## config.mk

```make
export PLATFORM = sky130hd
export DESIGN_NAME = dpirq_ctrl
export DESIGN_NICKNAME = d
export VERILOG_FILES = /design/src/rtl/dpirq_pkg.sv /design/src/rtl/dpirq_evt_merge.sv /design/src/rtl/dpirq_stat_cell.sv /design/src/rtl/dpirq_rd_mux.sv /design/src/rtl/dpirq_ctrl.sv
export SDC_FILE = /design/constraint.sdc
export NUM_CORES = 1
export LEC_CHECK = 0
export BUFFER_PORTS_ARGS = -buffer_cell sky130_fd_sc_hd__buf_2
export CORE_UTILIZATION = 30
export CTS_CLUSTER_DIAMETER = 60
export DETAILED_ROUTE_END_ITERATION = 6
export GPL_ROUTABILITY_DRIVEN = 0
export GPL_TIMING_DRIVEN = 0
export PLACE_DENSITY = 0.87
export SLEW_MARGIN = 10
export SYNTH_ARGS = -nofsm -noshare
export SYNTH_HDL_FRONTEND = slang
export SYNTH_HIERARCHICAL = 1
export SYNTH_SLANG_ARGS = --single-unit
```

## constraint.sdc

```tcl
create_clock -name clk -period 1.16 [get_ports clk]
set_clock_uncertainty 0.05 [all_clocks]
set_input_delay 0.116 -clock clk [delete_from_list [all_inputs] [get_ports clk]]
set_output_delay 0.116 -clock clk [all_outputs]
set_load 0.01 [all_outputs]
```

## src/rtl/dpirq_pkg.sv

```systemverilog
package dpirq_pkg;
   localparam int NUM_EVT   = 3;
   localparam int EN_OFS    = 8;
   localparam int CLR_MSB   = 6;
   localparam int SRC_LSB   = 10;
   localparam int INT_WORD  = 0;
   localparam int SRC_WORD  = 1;

   typedef enum logic [1:0] {
      EVK_VEND   = 2'd0,
      EVK_VSTART = 2'd1,
      EVK_FRAME  = 2'd2
   } evt_kind_e;
endpackage

```

## src/rtl/dpirq_evt_merge.sv

```systemverilog
module dpirq_evt_merge #(
   parameter int NCH   = 2,
   parameter int SRC_W = (NCH > 1) ? $clog2(NCH) : 1
) (
   input  logic             clk,
   input  logic             rst_n,
   input  logic [NCH-1:0]   ev_vend,
   input  logic [NCH-1:0]   ev_vstart,
   input  logic [NCH-1:0]   ev_frame,
   output logic [2:0]       hit,
   output logic [SRC_W-1:0] src_q
);
   logic [NCH-1:0]   chan_any;
   logic [SRC_W-1:0] src_d;

   assign hit[dpirq_pkg::EVK_VEND]   = |ev_vend;
   assign hit[dpirq_pkg::EVK_VSTART] = |ev_vstart;
   assign hit[dpirq_pkg::EVK_FRAME]  = |ev_frame;

   for (genvar c = 0; c < NCH; c++) begin : g_chan
      assign chan_any[c] = ev_vend[c] | ev_vstart[c] | ev_frame[c];
   end

   always_comb begin
      src_d = src_q;
      for (int i = 0; i < NCH; i++) begin
         if (chan_any[i]) src_d = SRC_W'(i);
      end
   end

   always_ff @(posedge clk or negedge rst_n) begin
      if (!rst_n) src_q <= '0;
      else        src_q <= src_d;
   end


   src_hi_chk: assert property (@(posedge clk) disable iff (!rst_n)
      chan_any[NCH-1] |=> (src_q == SRC_W'(NCH-1)));

   src_hold_chk: assert property (@(posedge clk) disable iff (!rst_n)
      (chan_any == '0) |=> $stable(src_q));
endmodule

```

## src/rtl/dpirq_stat_cell.sv

```systemverilog
module dpirq_stat_cell (
   input  logic clk,
   input  logic rst_n,
   input  logic set_i,
   input  logic wr_i,
   input  logic keep_i,
   output logic q
);
   always_ff @(posedge clk or negedge rst_n) begin
      if (!rst_n)     q <= 1'b0;
      else if (set_i) q <= 1'b1;
      else if (wr_i)  q <= q & keep_i;
   end


   set_wins_chk: assert property (@(posedge clk) disable iff (!rst_n)
      set_i |=> q);

   zero_clears_chk: assert property (@(posedge clk) disable iff (!rst_n)
      (wr_i && !keep_i && !set_i) |=> !q);

   one_keeps_chk: assert property (@(posedge clk) disable iff (!rst_n)
      (wr_i && keep_i && !set_i) |=> (q == $past(q)));
endmodule

```

## src/rtl/dpirq_rd_mux.sv

```systemverilog
module dpirq_rd_mux #(
   parameter int DATA_W = 32,
   parameter int ADDR_W = 4,
   parameter int SRC_W  = 1
) (
   input  logic [ADDR_W-1:0] addr,
   input  logic [2:0]        stat,
   input  logic [2:0]        en,
   input  logic [SRC_W-1:0]  src,
   output logic [DATA_W-1:0] rdata
);
   logic [DATA_W-1:0] int_word;
   logic [DATA_W-1:0] src_word;

   always_comb begin
      int_word = '0;
      int_word[dpirq_pkg::NUM_EVT-1:0] = stat;
      int_word[dpirq_pkg::EN_OFS +: dpirq_pkg::NUM_EVT] = en;
      src_word = '0;
      src_word[dpirq_pkg::SRC_LSB +: SRC_W] = src;
      if (addr == ADDR_W'(dpirq_pkg::INT_WORD))      rdata = int_word;
      else if (addr == ADDR_W'(dpirq_pkg::SRC_WORD)) rdata = src_word;
      else                                           rdata = '0;
   end
endmodule

```

## src/rtl/dpirq_ctrl.sv

```systemverilog
module dpirq_ctrl #(
   parameter int NCH    = 2,
   parameter int DATA_W = 32,
   parameter int ADDR_W = 4
) (
   input  logic              clk,
   input  logic              rst_n,
   input  logic              reg_wr,
   input  logic [ADDR_W-1:0] reg_addr,
   input  logic [DATA_W-1:0] reg_wdata,
   output logic [DATA_W-1:0] reg_rdata,
   input  logic [NCH-1:0]    ev_vend,
   input  logic [NCH-1:0]    ev_vstart,
   input  logic [NCH-1:0]    ev_frame,
   output logic              irq
);
   import dpirq_pkg::*;

   localparam int SRC_W = (NCH > 1) ? $clog2(NCH) : 1;

   if (NCH < 2) begin : g_bad_nch
      $error("dpirq_ctrl: NCH must be at least 2");
   end
   if (DATA_W < SRC_LSB + SRC_W) begin : g_bad_dw
      $error("dpirq_ctrl: DATA_W too narrow for the source field");
   end
   if (ADDR_W < 1) begin : g_bad_aw
      $error("dpirq_ctrl: ADDR_W must be at least 1");
   end

   logic [2:0]       hit;
   logic [SRC_W-1:0] src_q;
   logic [2:0]       stat_q;
   logic [2:0]       en_q;
   logic             int_wr;
   logic             unused_wdata;

   assign int_wr       = reg_wr && (reg_addr == ADDR_W'(INT_WORD));
   assign unused_wdata = ^reg_wdata;

   dpirq_evt_merge #(.NCH(NCH), .SRC_W(SRC_W)) merge_i (
      .clk       (clk),
      .rst_n     (rst_n),
      .ev_vend   (ev_vend),
      .ev_vstart (ev_vstart),
      .ev_frame  (ev_frame),
      .hit       (hit),
      .src_q     (src_q)
   );

   for (genvar k = 0; k < NUM_EVT; k++) begin : g_stat
      dpirq_stat_cell cell_i (
         .clk    (clk),
         .rst_n  (rst_n),
         .set_i  (hit[k]),
         .wr_i   (int_wr),
         .keep_i (reg_wdata[k]),
         .q      (stat_q[k])
      );
   end

   always_ff @(posedge clk or negedge rst_n) begin
      if (!rst_n)      en_q <= '0;
      else if (int_wr) en_q <= reg_wdata[EN_OFS +: NUM_EVT];
   end

   assign irq = |(stat_q & en_q);

   dpirq_rd_mux #(.DATA_W(DATA_W), .ADDR_W(ADDR_W), .SRC_W(SRC_W)) rd_i (
      .addr  (reg_addr),
      .stat  (stat_q),
      .en    (en_q),
      .src   (src_q),
      .rdata (reg_rdata)
   );


   en_load_chk: assert property (@(posedge clk) disable iff (!rst_n)
      int_wr |=> (en_q == $past(reg_wdata[EN_OFS +: NUM_EVT])));

   en_hold_chk: assert property (@(posedge clk) disable iff (!rst_n)
      !int_wr |=> $stable(en_q));

   irq_cause_chk: assert property (@(posedge clk) disable iff (!rst_n)
      $rose(irq) |-> $past(int_wr || (hit != 3'b000)));

   irq_quiet_chk: assert property (@(posedge clk) disable iff (!rst_n)
      (en_q == 3'b000) |-> !irq);
endmodule

```

==> impl_metrics.csv, run 1 <==
group,metric,value,unit
status,status,"finished, violations left",
status,violations,"negative setup slack",
floorplan,core.rowCount,15,
timing,fin_crit_sh,1.139,
yosys,synthTopCellsByArea,"buf_4 33%, dfrtp_1 30%, mux2_2 5.8%",
power_and_ir_drop,p_int,0.0005534,W
worst_hold_path,hold_depth,2,
global_route,grt_pass1_wl,1683,um
drt,viasPerCell,3.607,
setup_path,cp.required,0.99,ns
yosys,yosysUniqueCellTypes,16,
clocking,clk_path_buf_depth,2,
yosys,synth_warnings,6,
floorplan,dieArea,2133,um2
clocking,htreeDepth,1,
timing,clock.fmax,757.1,MHz
power_and_ir_drop,vdd_ir_drop_max,0.4401,mV
clocking,cts_made_buffers,3,
yosys,synthMuxAreaShare,0.07479,
setup_path,reg2reg_depth,2,
power_and_ir_drop,powerDensity,807.6,nW/um2
clocking,cts_tree,"done",
global_route,grt_max_degree,8,
yosys,yosys.area_share.adder,0,
worst_hold_path,min_from,"ev_vstart[1]",
floorplan,io_pins,78,
finish,fillers,162,
power_and_ir_drop,combPwrFrac,0.340,
timing,period_needed,1.321,ns
power_and_ir_drop,power.share.clock,0.283,
clocking,cts.clk_slew.worst_paths,0.05,ns
setup_path,reg2reg_slack,0.06,ns
yosys,synth_top_family_by_area,"buffers and inverters",
yosys,yosysTopAreaCell,"buf_4",
yosys,synth_xor_area_frac,0,
yosys,seq_area_frac_synth,0.2991,
placement,place_ws,-0.1558,ns
setup_path,critPathCaptureType,"output pin",
timing,fin_ws,-0.1608,ns
yosys,synthSimpleGateAreaFrac,0.2244,
yosys,synthCells,60,
global_route,gr-total-overflow,0,
power_and_ir_drop,power.switching,0.0002187,W
global_route,grt_pass1_vias,427,
drt,wl_per_cell,8.600,um
floorplan,core,1783,um2
timing,setup_viol,4,
setup_path,cp.arrival,1.15,ns
yosys,avgSynthCellArea,9.759,um2
setup_path,regToRegStartpoint,"merge_i/src_q",
finish,fin_nets,166,
finish,final_cell_mix,"28 x buf_4, 26 x conb_1, 22 x buf_2",
yosys,synth_seq_cells,7,
job,maxCapViolCount,0,
timing,grt_setup_unrepaired,"yes",
finish,ff_latch_area,175.2,um2
clocking,clock_latency,0.24,ns
yosys,synth_area,585.6,um2
drt,wl,1247,um
yosys,yosysTopAreaCellShare,0.3333,
drt,drt-initial-drc-count,1,
floorplan,start_util,0.3284,
drt,vias,523,
placement,port_buffers,25,
finish,finalNonFillerCells,145,
finish,layout_commonest_cell,"buf_4",
setup_path,start_kind,"flop",
clocking,cts_root_buf,"clkbuf_4",
finish,area_delta_synth_final,63.25,%
power_and_ir_drop,pwr-share-seq,0.377,
finish,design_area,955.9,um2
timing,whs,0.02333,ns
finish,multi_input_area,321.6,um2
floorplan,dieWidth,46.18,um
clocking,numClockSinks,7,
timing,setup_tns,-0.3174,ns
global_route,antenna_found_initial,0,
global_route,track_usage,0.1159,
floorplan,die_h,46.18,um
finish,antenna_cells,0,
worst_hold_path,min_to,"merge_i/src_q",
yosys,synth_compound_area_frac,0.05556,
setup_path,rr_endpoint,"merge_i/src_q",
setup_path,crit_fanout,2,
worst_hold_path,hp-class,"in -> reg",
finish,drive_gt1_frac,0.5833,
placement,placed_cells,135,
drt,drc_errors,0,
setup_path,worstSetupPathType,"reg -> out",
power_and_ir_drop,p_leak,0.5198,nW
power_and_ir_drop,p_sw_frac,0.2832,
drt,drtAntennaViolNets,0,
timing,finalMaxSlewViolations,0,
drt,drt-pass1-iter-count,4,
timing,hold_violations,0,
placement,place_area,835.8,um2
[critical path, cell delays in order, from the launching register on]
cell	delay, ns
dfrtp_1	0.38
a222oi_1	0.32
inv_1	0.07
buf_2	0.14
[metal layers]
metal,global-route usage,vias up,routed length [um]
li1,-,267,-
met5,0,-,0
met1,0.1169,216,484
met4,0.08824,0,0
met3,0.02353,0,151
met2,0.2056,40,611
[cell families after synthesis]
group	Yosys count
buffers and inverters	27
and+or+nand+nor	17
DFF	7
AOI/OAI and AO/OA	4
muxes	4
other	1
[final cells by class]
class,count,share of cell area
well taps,25,0.03272
inverters,1,0.003927
flip-flops and latches,7,0.1832
repair buffers,31,0.2120
clock buffers,4,0.02749
plain buffers,26,0.2042
multi-input cells,51,0.3364
[per-stage QoR]
step                      power [W]    util
after floorplan           0.0004526       -
after global placement    0.0005173  0.4688
after detailed placement  0.0005240  0.4688
after CTS                 0.0007673  0.5158
after global routing      0.0008331  0.5361
final                     0.0007720  0.5361
[synth_stat cells (all sizes together)]
cell	n
a222oi	1
or2	3
nand2b	4
conb	1
mux2	3
nor4	3
mux2i	1
a21o	3
dfrtp	7
nor4b	1
buf	26
and2	5
or4	1
inv	1
[worst max path at each step]
stage	start	end	slack, ns	depth (start not counted)
2_1_floorplan	reg_addr[0]	en_q[0]	0.09	3
3_3_place_gp	reg_addr[0]	en_q[0]	-0.12	4
3_5_place_dp	reg_addr[0]	en_q[2]	-0.16	4
4_1_cts	en_q[0]	irq	-0.19	3
5_1_grt	g_stat[0].cell_i/q	irq	-0.22	3
6_report	g_stat[0].cell_i/q	irq	-0.16	3
[timing repair]
| item | in CTS | in global routing |
|---|---|---|
| pin swaps | 1 | 1 |
| buffers inserted | 3 | 2 |
| gates cloned | 0 | 0 |
| setup endpoints to repair | 2 | 7 |
| hold endpoints to repair | 7 | 0 |
| gates resized for setup | 6 | 4 |
| hold buffers | 1 | 0 |
[power by group through the flow]
stage	logic, W	registers, W	clock network, W
6_report	0.000263	0.000291	0.000218
5_1_grt	0.000291	0.000294	0.000248
4_1_cts	0.000249	0.000291	0.000228
3_5_place_dp	0.000228	0.000296	0
3_3_place_gp	0.000224	0.000293	0
2_1_floorplan	0.000165	0.000287	0
[flip-flops by register name, summed over array words and instances, names as in the netlist]
name             count
g_stat.cell_i/q      3
en_q                 3
merge_i/src_q        1
(Power assumes the default switching activity.)
==> inputs of run 2 (changes only) <==
--- a/config.mk
+++ b/config.mk
@@ -15,5 +15,4 @@
 export SLEW_MARGIN = 10
 export SYNTH_ARGS = -nofsm -noshare
 export SYNTH_HDL_FRONTEND = slang
-export SYNTH_HIERARCHICAL = 1
 export SYNTH_SLANG_ARGS = --single-unit
==> run 2 against run 1 <==
  * The run still ends with negative setup slack left
  * Sequential cell count stayed put
  * Global-route usage is 0.70 points higher
  * Largest cell class unchanged
  * Fmax is 0.71% higher
  * Largest power group unchanged
  * Non-clock buffer count is 1 higher
  * Final cell count stayed put
  * Register-to-register slack better by 0.02 ns
  * Routed wire length is 1.8% higher
  * Sequential share of layout area is 0.42 points higher
  * Combinational power is 6% higher
  * Via count is 0.38% higher
==> impl_metrics.csv, run 2 <==
group,metric,value,unit
status,status,"finished, violations left",
status,violations,"negative setup slack",
finish,antenna_cells,0,
yosys,synthArstFlopShare,1.000,
clocking,cts_tree,"done",
yosys,synth_seq_cells,7,
yosys,synthTopCellsByArea,"buf_4 33%, dfrtp_1 30%, mux2_4 7.7%",
timing,clock.fmax,762.5,MHz
finish,layout_commonest_cell,"buf_4",
setup_path,cpMaxStageDelayCell,"dfrtp_1",
drt,drc_errors,0,
timing,grt_setup_unrepaired,"yes",
clocking,clk_path_buf_depth,2,
yosys,yosysTopAreaCellShare,0.3340,
power_and_ir_drop,vdd_ir_drop_max,0.3364,mV
finish,final_cell_mix,"31 x buf_4, 26 x conb_1, 23 x buf_2",
yosys,synth_ff_type,"dfrtp_1",
yosys,synth_area,584.3,um2
global_route,grt_pass1_wl,1676,um
clocking,clock_latency,0.25,ns
timing,fin_crit_sh,1.131,
setup_path,worstSetupPathType,"reg -> out",
setup_path,cp.arrival,1.15,ns
yosys,avgSynthCellArea,9.904,um2
finish,area_delta_synth_final,59.96,%
floorplan,dieArea,2128,um2
yosys,synth_warnings,0,
yosys,synth_edf_count,0,
power_and_ir_drop,powerDensity,839.8,nW/um2
floorplan,core.rowCount,15,
global_route,track_usage,0.1229,
timing,finalMaxSlewViolations,0,
placement,port_buffers,25,
global_route,gr-total-overflow,0,
yosys,yosysUniqueCellTypes,15,
worst_hold_path,hp-class,"in -> reg",
floorplan,dieWidth,46.13,um
drt,wl_per_cell,8.759,um
placement,dpl.hpwl,1075,um
power_and_ir_drop,p_leak,0.5382,nW
floorplan,die_h,46.13,um
drt,drt-initial-drc-count,4,
setup_path,crit_chain,"a222oi_1 -> inv_1 -> buf_2",
clocking,cts_root_buf,"clkbuf_4",
drt,vias,525,
timing,fin_ws,-0.1514,ns
yosys,synth.most_common_cell,"buf_4",
finish,drive_gt1_frac,0.5917,
timing,period_needed,1.311,ns
worst_hold_path,min_from,"reg_wdata[9]",
yosys,synth_commonest_cells,"26 x buf_4, 7 x dfrtp_1, 6 x nor3_1, 5 x and2_2",
floorplan,io_pins,78,
placement,place_ws,-0.2177,ns
setup_path,crit_fanout,2,
clocking,numClockSinks,7,
setup_path,cp.required,0.99,ns
setup_path,crit_path_start,"g_stat[0].cell_i.q",
global_route,grt_pass1_vias,417,
setup_path,critPathCaptureType,"output pin",
floorplan,start_util,0.3277,
clocking,cts_made_buffers,3,
drt,drt-pass1-iter-count,4,
timing,setup_viol,4,
clocking,htreeDepth,1,
floorplan,core,1783,um2
drt,drtAntennaViolNets,0,
yosys,seq_area_frac_synth,0.2998,
drt,viasPerCell,3.621,
setup_path,regToRegStartpoint,"merge_i.src_q",
yosys,yosysTopAreaCell,"buf_4",
setup_path,start_kind,"flop",
job,maxCapViolCount,0,
clocking,cts.clk_slew.worst_paths,0.05,ns
yosys,synthCells,59,
timing,setup_tns,-0.2996,ns
finish,largestRegisters,"en_q x3, g_stat.cell_i.q x3, merge_i.src_q x1",
drt,wl,1270,um
global_route,grt_max_degree,8,
setup_path,slowest_delay,0.39,ns
finish,fin_nets,166,
global_route,antenna_found_initial,0,
timing,hold_violations,0,
-- run 2: cell count changes after synthesis, moves of 4 or more --
cell	before	now
nor3_1	0	6
and2_1	5	0
nand2b_1	4	0
and2_2	0	5
-- run 2: per-layer routing --
metal / up-vias / track usage / part of all wire / wire length, um
met2: 35 / 0.2141 / 0.52 / 659
met5: - / 0 / 0 / 0
met1: 214 / 0.1087 / 0.38 / 479
met4: 0 / 0.1353 / 0.015 / 19
met3: 2 / 0.02745 / 0.087 / 111
li1: 274 / - / - / -
-- run 2: cell type report --
cell class / instances / area (um2)
Inverter: 1 / 3.754
Clock buffer: 3 / 22.52
Sequential cell: 7 / 175.2
Fill cell: 180 / 848.3
Clock inverter: 1 / 5.005
Tap cell: 25 / 31.28
Buffer: 26 / 195.2
Timing Repair Buffer: 32 / 196.4
Multi-Input combinational cell: 50 / 305.3
-- run 2: what timing repair did --
action,CTS,global route
endpoints found under the hold margin,7,0
resized for setup,1,3
pin swaps,2,1
setup endpoints to repair,7,5
buffers inserted,3,3
hold buffers,1,0
-- run 2: through the flow --
| step | cells | utilization | cell area, um2 | hold slack [ns] | power [W] |
|---|---|---|---|---|---|
| floorplan | 84 | - | 678.2 | -0.2296 | 0.0004636 |
| global placement | 134 | 0.4681 | 834.6 | -0.1067 | 0.0005330 |
| detailed placement | 134 | 0.4681 | 834.6 | -0.1010 | 0.0005392 |
| CTS | 142 | 0.5053 | 900.9 | 0.03197 | 0.0007800 |
| global route | 145 | 0.5242 | 934.6 | 0.03281 | 0.0008433 |
| finish | 145 | 0.5242 | 934.6 | 0.04607 | 0.0007849 |
-- run 2: worst paths after layout --
path / end / cells after the start / slack [ns]
worst max-delay path: irq / 3 / -0.15
worst min-delay path: en_q[1] / 2 / 0.05
worst max register to register: merge_i.src_q / 2 / 0.08
worst min register to register: en_q[1] / 1 / 0.49
max in group asynchronous: en_q[0] / 2 / 0.74
min in group asynchronous: g_stat[1].cell_i.q / 2 / 0.17
-- run 2: kinds of logic (layout without fill, tap and decap cells) --
kind of cell / after synthesis / in the layout / synth area share
buf+inv: 27 / 63 / 0.3405
simple gates: 16 / 16 / 0.2099
flops: 7 / 7 / 0.2998
compound gates: 4 / 4 / 0.04925
mux: 4 / 4 / 0.09421
other cells: 1 / 26 / 0.006418
-- run 2: power by group --
part           total (W)  internal, W  switching, W  leakage [nW]
Combinational   0.000278     0.000164      0.000114         0.448
Sequential      0.000290     0.000271     0.0000190        0.0726
Clock           0.000216     0.000126     0.0000906        0.0177
Total           0.000785     0.000561      0.000224         0.538
-- run 2: critical path, delay by kind of cell (launching register included) --
family,cells,cell delay (ns)
buffers and inverters,2,0.20
AOI/OAI and AO/OA,1,0.30
DFF,1,0.39
